[config.mk]
export PLATFORM = sky130hd
export DESIGN_NAME = mux_bus_decoder
export DESIGN_NICKNAME = d
export VERILOG_FILES = /design/src/rtl/mbd_pkg.sv /design/src/rtl/mbd_addr_latch.sv /design/src/rtl/mbd_region_decode.sv /design/src/rtl/mbd_strobe_map.sv /design/src/rtl/mux_bus_decoder.sv
export SDC_FILE = /design/constraint.sdc
export NUM_CORES = 1
export LEC_CHECK = 0
export ABC_AREA = 1
export BUFFER_PORTS_ARGS = -buffer_cell sky130_fd_sc_hd__buf_2
export CORE_AREA = 10 10 47 49
export DETAILED_ROUTE_END_ITERATION = 10
export DIE_AREA = 0 0 57 59
export PLACE_DENSITY_LB_ADDON = 0.1
export SYNTH_ARGS = -nofsm -noshare
export SYNTH_HDL_FRONTEND = slang
export SYNTH_SLANG_ARGS = --single-unit
[constraint.sdc]
create_clock -name clk -period 0.8 [get_ports clk]
set_clock_uncertainty 0.1 [all_clocks]
set_input_delay 0.12 -clock clk [delete_from_list [all_inputs] [get_ports clk]]
set_output_delay 0.12 -clock clk [all_outputs]
set_load 0.005 [all_outputs]
[src/rtl/mbd_pkg.sv]
package mbd_pkg;

   // Number of address bits consumed by the window select field
   function automatic int sel_width(input int lo_w, input int hi_w, input int dev_aw);
      return lo_w + hi_w - dev_aw;
   endfunction

endpackage

[src/rtl/mbd_addr_latch.sv]
module mbd_addr_latch #(
   parameter int W = 8
) (
   input  logic         clk,
   input  logic         rst_n,
   input  logic         ale,
   input  logic [W-1:0] d,
   output logic [W-1:0] q
);

   logic [W-1:0] hold_q;

   always_ff @(posedge clk) begin
      if (!rst_n) begin
         hold_q <= '0;
      end else if (ale) begin
         hold_q <= d;
      end
   end

   assign q = hold_q;

endmodule

[src/rtl/mbd_region_decode.sv]
module mbd_region_decode #(
   parameter int               SEL_W    = 2,
   parameter int               N_SEL    = 3,
   parameter logic [N_SEL-1:0] ROM_MASK = '0
) (
   input  logic [SEL_W-1:0] sel,
   output logic [N_SEL-1:0] cs_n,
   output logic             valid,
   output logic             rom
);

   logic [N_SEL-1:0] hit;

   for (genvar g = 0; g < N_SEL; g++) begin : g_sel
      localparam logic [SEL_W-1:0] IDX = SEL_W'(g);
      assign hit[g]  = (sel == IDX);
      assign cs_n[g] = ~hit[g];
   end

   assign valid = |hit;
   assign rom   = |(hit & ROM_MASK);

endmodule

[src/rtl/mbd_strobe_map.sv]
module mbd_strobe_map (
   input  logic clk,
   input  logic rst_n,
   input  logic rd_n,
   input  logic wr_n,
   input  logic valid,
   input  logic rom,
   output logic oe_n,
   output logic we_n,
   output logic dir,
   output logic fault
);

   logic write_ok;
   logic bad_access;
   logic fault_q;

   assign write_ok   = valid && !rom;
   assign oe_n       = rd_n;
   assign we_n       = write_ok ? wr_n : 1'b1;
   assign dir        = !we_n;
   assign bad_access = (!valid && (!rd_n || !wr_n)) || (rom && !wr_n);

   always_ff @(posedge clk) begin
      if (!rst_n) begin
         fault_q <= 1'b0;
      end else begin
         fault_q <= bad_access;
      end
   end

   assign fault = fault_q;

endmodule

[src/rtl/mux_bus_decoder.sv]
module mux_bus_decoder #(
   parameter int               LO_W     = 8,
   parameter int               HI_W     = 9,
   parameter int               DEV_AW   = 15,
   parameter int               N_SEL    = 3,
   parameter logic [N_SEL-1:0] ROM_MASK = 3'b100
) (
   input  logic              clk,
   input  logic              rst_n,
   input  logic [LO_W-1:0]   ad_i,
   input  logic [HI_W-1:0]   hi_addr_i,
   input  logic              ale_i,
   input  logic              rd_n_i,
   input  logic              wr_n_i,
   output logic [DEV_AW-1:0] mem_addr_o,
   output logic [N_SEL-1:0]  cs_n_o,
   output logic              oe_n_o,
   output logic              we_n_o,
   output logic              dir_o,
   output logic              fault_o
);

   localparam int SEL_W  = mbd_pkg::sel_width(LO_W, HI_W, DEV_AW);
   localparam int PASS_W = HI_W - SEL_W;

   if (SEL_W < 1) begin : g_bad_sel
      $error("window select field must be at least one bit wide");
   end
   if (N_SEL > (1 << SEL_W)) begin : g_bad_nsel
      $error("more chip selects than the select field can encode");
   end
   if (DEV_AW <= LO_W) begin : g_bad_aw
      $error("device address must be wider than the shared byte");
   end

   logic [LO_W-1:0]  lo_byte;
   logic [SEL_W-1:0] sel_field;
   logic             win_valid;
   logic             win_rom;

   assign sel_field = hi_addr_i[HI_W-1 -: SEL_W];

   mbd_addr_latch #(.W(LO_W)) u_latch (
      .clk  (clk),
      .rst_n(rst_n),
      .ale  (ale_i),
      .d    (ad_i),
      .q    (lo_byte)
   );

   mbd_region_decode #(
      .SEL_W   (SEL_W),
      .N_SEL   (N_SEL),
      .ROM_MASK(ROM_MASK)
   ) u_dec (
      .sel  (sel_field),
      .cs_n (cs_n_o),
      .valid(win_valid),
      .rom  (win_rom)
   );

   mbd_strobe_map u_strb (
      .clk  (clk),
      .rst_n(rst_n),
      .rd_n (rd_n_i),
      .wr_n (wr_n_i),
      .valid(win_valid),
      .rom  (win_rom),
      .oe_n (oe_n_o),
      .we_n (we_n_o),
      .dir  (dir_o),
      .fault(fault_o)
   );

   assign mem_addr_o = {hi_addr_i[PASS_W-1:0], lo_byte};

endmodule

# --- Yosys cells after proc, flatten, opt, wreduce, memory -nomap -nowiden ---
# Cells that the tools add are included.
classes:
  magnitude_cmp: 0
  n_mul: 0
  div: 0
  n_eq_ne: 2
  reduce_logical: 12
  n_shift: 0
  n_addsub: 0
  muxes: 1
  n_bitwise: 3
op_table:
  columns: ["operator", "count"]
  rows:
  - ["$logic_not A1 Y1", 5]
  - ["$logic_and A1 B1 Y1", 3]
  - ["$not A1 Y1", 3]
  - ["$reduce_or A3 Y1", 1]
  - ["$eq A2 B1 Y1 const B", 1]
  - ["$eq A2 B2 Y1 const B", 1]
  - ["$logic_not A2 Y1", 1]
  - ["$logic_or A1 B1 Y1", 2]
  - ["$mux W1", 1]
totals:
  output_inout_bits: 22
  ff_bits: 9
  latch_bits: 0
  memories: 0
  input_bits: 22
  wordCells: 20
  mem_bits_rw: 0
  rom_bits: 0

# --- Logic depth before layout (Yosys ltp) ---
depth:
  ltp_word: 5
  depth_mapped: 3
  ltp_nobuf: 3

# --- Hierarchy ---
# Synthesis repeated with hierarchy kept, for this count alone.
unflattened:
  cells_unflattened: 76
  hier_area_um2: 504.2
modules_own_cells:
  columns: ["module", "cells_each", "instances", "area_each_um2", "seq_area_each_um2"]
  rows:
  - ["mbd_addr_latch", 51, 1, 356.6, 160.2]
  - ["mbd_strobe_map", 11, 1, 66.3, 20.0]
  - ["mux_bus_decoder", 7, 1, 52.6, 0.0]
  - ["mbd_region_decode", 7, 1, 28.8, 0.0]

# --- Worst setup path after synthesis ---
# Ideal clock, no wire load.
synth_path:
  path_type: "register -> register"
  from: "register, netlist name u_latch.q[7]"
  to: "register u_latch.hold_q[7] (netlist: u_latch.q[7])"
  path_stages_with_launch: 3
  slack_ns: 0.101
  required_time_ns: 0.584
  t_arrival_ns: 0.483
  n_path_buf: 0
  setup_time_ns: 0.116
  synth_period_minus_slack_ns: 0.699
  cell_sequence: "dfxtp_1 -> o21ai_0 -> nor2_1"
synth_rtl:
  columns: ["element", "line", "text"]
  rows:
  - ["end signal, assigned", "mbd_addr_latch.sv:15", "hold_q <= '0;"]
  - ["end signal, assigned", "mbd_addr_latch.sv:17", "hold_q <= d;"]
  - ["end, declared", "mbd_addr_latch.sv:11", "logic [W-1:0] hold_q;"]

# --- Final worst setup path ---
layout_path:
  from: "register u_latch.hold_q[0] (netlist: u_latch.q[0])"
  to: "output port mem_addr_o[0]"
layout_rtl:
  columns: ["element", "line", "text"]
  rows:
  - ["end, declared", "mux_bus_decoder.sv:15", "output logic [DEV_AW-1:0] mem_addr_o,"]
# No word-level cell between the ends.

==> results.yml <==
logic_synthesis:
  synthesis.nets: 75
  post_synth_num_cell_types: 8
  yosysWarningCount: 0
  netlist.top_cell.by_area: "dfxtp_1"
  netlist_instances: 53
  synthTopCellsByArea: "dfxtp_1 47%, nor2_1 17%, buf_4 16%"
  post_synth_instance_area_sq_um: 387
  postSynthRegisterBits: 9
  synth_top_area_frac: 0.466
  postSynthAreaPerCell_sq_um: 7.29
  synth.yosys.seq_area_share: 0.466
floorplanning:
  total_core_area_sq_mm: 0.00140
  io-pin-count: 44
  floorplan.rows: 14
  initial_core_util: 0.276
  fp.dieArea_sq_mm: 0.00336
  fp.dieH_um: 59
  fp.dieW_um: 57
clock_tree:
  clock_insertion_delay_worst_skew_ps: 250
  cts_inserted_buffers: 3
  clkTransAtPathRegs_ps: 60
  clock_tree.buffer_depth: 2
  cts_tree: "yes"
  clk_root_buffer_cell: "clkbuf_4"
  cts_max_level: 1
  total_clock_sinks: 9
  cts.repair_timing.setup_buffer_count: 0
power:
  power_switching_share: 0.242
  comb_power_share: 0.170
  power.net_switching_w: 0.000247
  static-leakage-power_nw: 0.301
  power_density_mw_per_mm2: 1800
  clock_power_share: 0.338
  p_int_w: 0.000772
  power.share.sequential: 0.492
  power.ir.vdd_worst_mv: 0.867
min_path:
  worstHoldPathCells: 2
  holdCritPathClass: "in -> reg"
job:
  maxCapViolations: 0
timing:
  finalMaxSlewViolations: 0
  hold_viol_final: 7
  setup_slack_ps: -108
  timing_worst_slew_pin_value_ps: 141
  min_period_over_period: 1.13
  setup_viol: 9
  maxSlewHeadroom: 0.905
  period_minus_slack_ps: 908
  fin_worst_hold_slack_ps: -44.5
  unrepaired_setup_endpoints_after_global_routing: "yes"
  clock.fmax_mhz: 1100
outcome:
  violations_in_the_final_reports: "negative hold slack, negative setup slack"
  outcome: "complete, but fails checks"
global_routing:
  globalRouteTotalUtil: 0.0691
  grt_max_degree: 10
  overflow: 0
  first_global_vias: 417
  wire_length_of_the_first_global_routing_pass_um: 1810
  antenna_found_initial: 0
worst_setup_path:
  reg2reg_setup_slack_ps: 70
  end_kind: "primary output"
  path_max_fanout: 2
  timing.reg2reg.worst_path_depth: 2
  critical_path.cell_chain: "buf_2"
  timing.critical_path.slowest_cell_delay_ps: 320
  critPathArrivalTime_ps: 690
  cpMaxStageDelayCell: "dfxtp_2"
  required_ps: 580
  kind_of_start_point_of_the_critical_path: "flop"
  critPathTopFamily: "flip-flops"
  path_buf_inv: 1
  setup.worst_path.class: "reg -> out"
  path_depth: 1
final_layout:
  inserted_diodes: 0
  syn_to_final_growth_pct: 46.3
  layout.core_utilization: 0.404
  stdcell_area_sq_um: 566
  fillers: 170
  layout-drive-gt1-share: 0.526
  nets: 101
placement:
  place.port_buffers: 29
  hpwlAfterDp_um: 916
  routability_congestion_estimate_from_global_placement: 0.633
  placed_cell_area_sq_um: 492
detailed_routing:
  remaining_drc_errors: 0
  route.detailed.vias_per_inst: 4.22
  vias: 397
  drt_pass1_iterations: 2
  drtIter0Drc: 4
  detail_route.wirelength_um: 1170
  detail-route-antenna-nets: 0
  route.detailed.wl_per_inst_um: 12.4
## path summary, 6_finish.rpt
check / to / from
setup / recovery: mem_addr_o[0] / u_latch.q[0]$_SDFFE_PN0P_
hold / removal: u_strb.fault$_SDFF_PN0_ / wr_n_i
setup reg to reg: u_latch.q[7]$_SDFFE_PN0P_ / u_latch.q[7]$_SDFFE_PN0P_
hold reg to reg: u_latch.q[5]$_SDFFE_PN0P_ / u_latch.q[5]$_SDFFE_PN0P_
## layout make-up
type,instances,area (sq um),share of cell area
well taps,16,20.0,0.0354
clock buffers,4,26.3,0.0465
flip-flops and latches,9,190,0.336
inverters,5,18.8,0.0332
multi-input cells,31,128,0.226
repair buffers,29,183,0.323
## routing by layer
layer / vias up / global-route usage / routed length, um
met3: 4 / 0.0408 / 100
met1: 166 / 0.0749 / 548
met5: - / 0 / 0
li1: 207 / - / -
met2: 20 / 0.0992 / 502
met4: 0 / 0.0470 / 14
## state kept, by name (all words and copies together) (netlist names)
signal and cells:
u_strb.fault 1, u_latch.q 8
## cell usage in the layout (no fill, tap or decap)
cell type / count
a21oi_1: 1
buf_2: 23
buf_6: 6
clkbuf_1: 1
clkbuf_4: 3
dfxtp_1: 1
dfxtp_2: 8
inv_1: 4
inv_2: 1
nand2_1: 5
nor2_1: 17
o21ai_0: 8
## cell families after synthesis
logic type	share of synthesized area
AO/OA/AOI/OAI	0.116
AND/OR/NAND/NOR	0.214
buffers and inverters	0.204
flip-flops	0.466
## synth_stat cells, drive strengths merged
master / instances
nor2: 17
nand2: 5
dfxtp: 9
inv: 5
o21ai: 8
a21oi: 1
buf: 8
## timing repair
action,CTS,global route
hold endpoints to repair,7,4
endpoints found under the setup margin,9,9
gates resized for setup,9,5
## metrics by stage
step | TNS, ps | worst slack (ps) | cells | total power (W)
finish | -908 | -108 | 94 | 0.00102
global route | -1200 | -142 | 94 | 0.00110
CTS | -1040 | -122 | 94 | 0.00102
detailed placement | 0 | 36.7 | 90 | 0.000656
global placement | 0 | 47.1 | 90 | 0.000655
floorplan | 0 | 101 | 53 | 0.000585
## power by group through the flow
stage               Clock [W]  Sequential (W)  Combinational [W]
global route         0.000396        0.000504           0.000196
detailed placement          0        0.000500           0.000155
floorplan                   0        0.000504          0.0000809
global placement            0        0.000501           0.000154
finish               0.000345        0.000502           0.000173
CTS                  0.000363        0.000498           0.000163
Power figures use the tool's default switching activity.
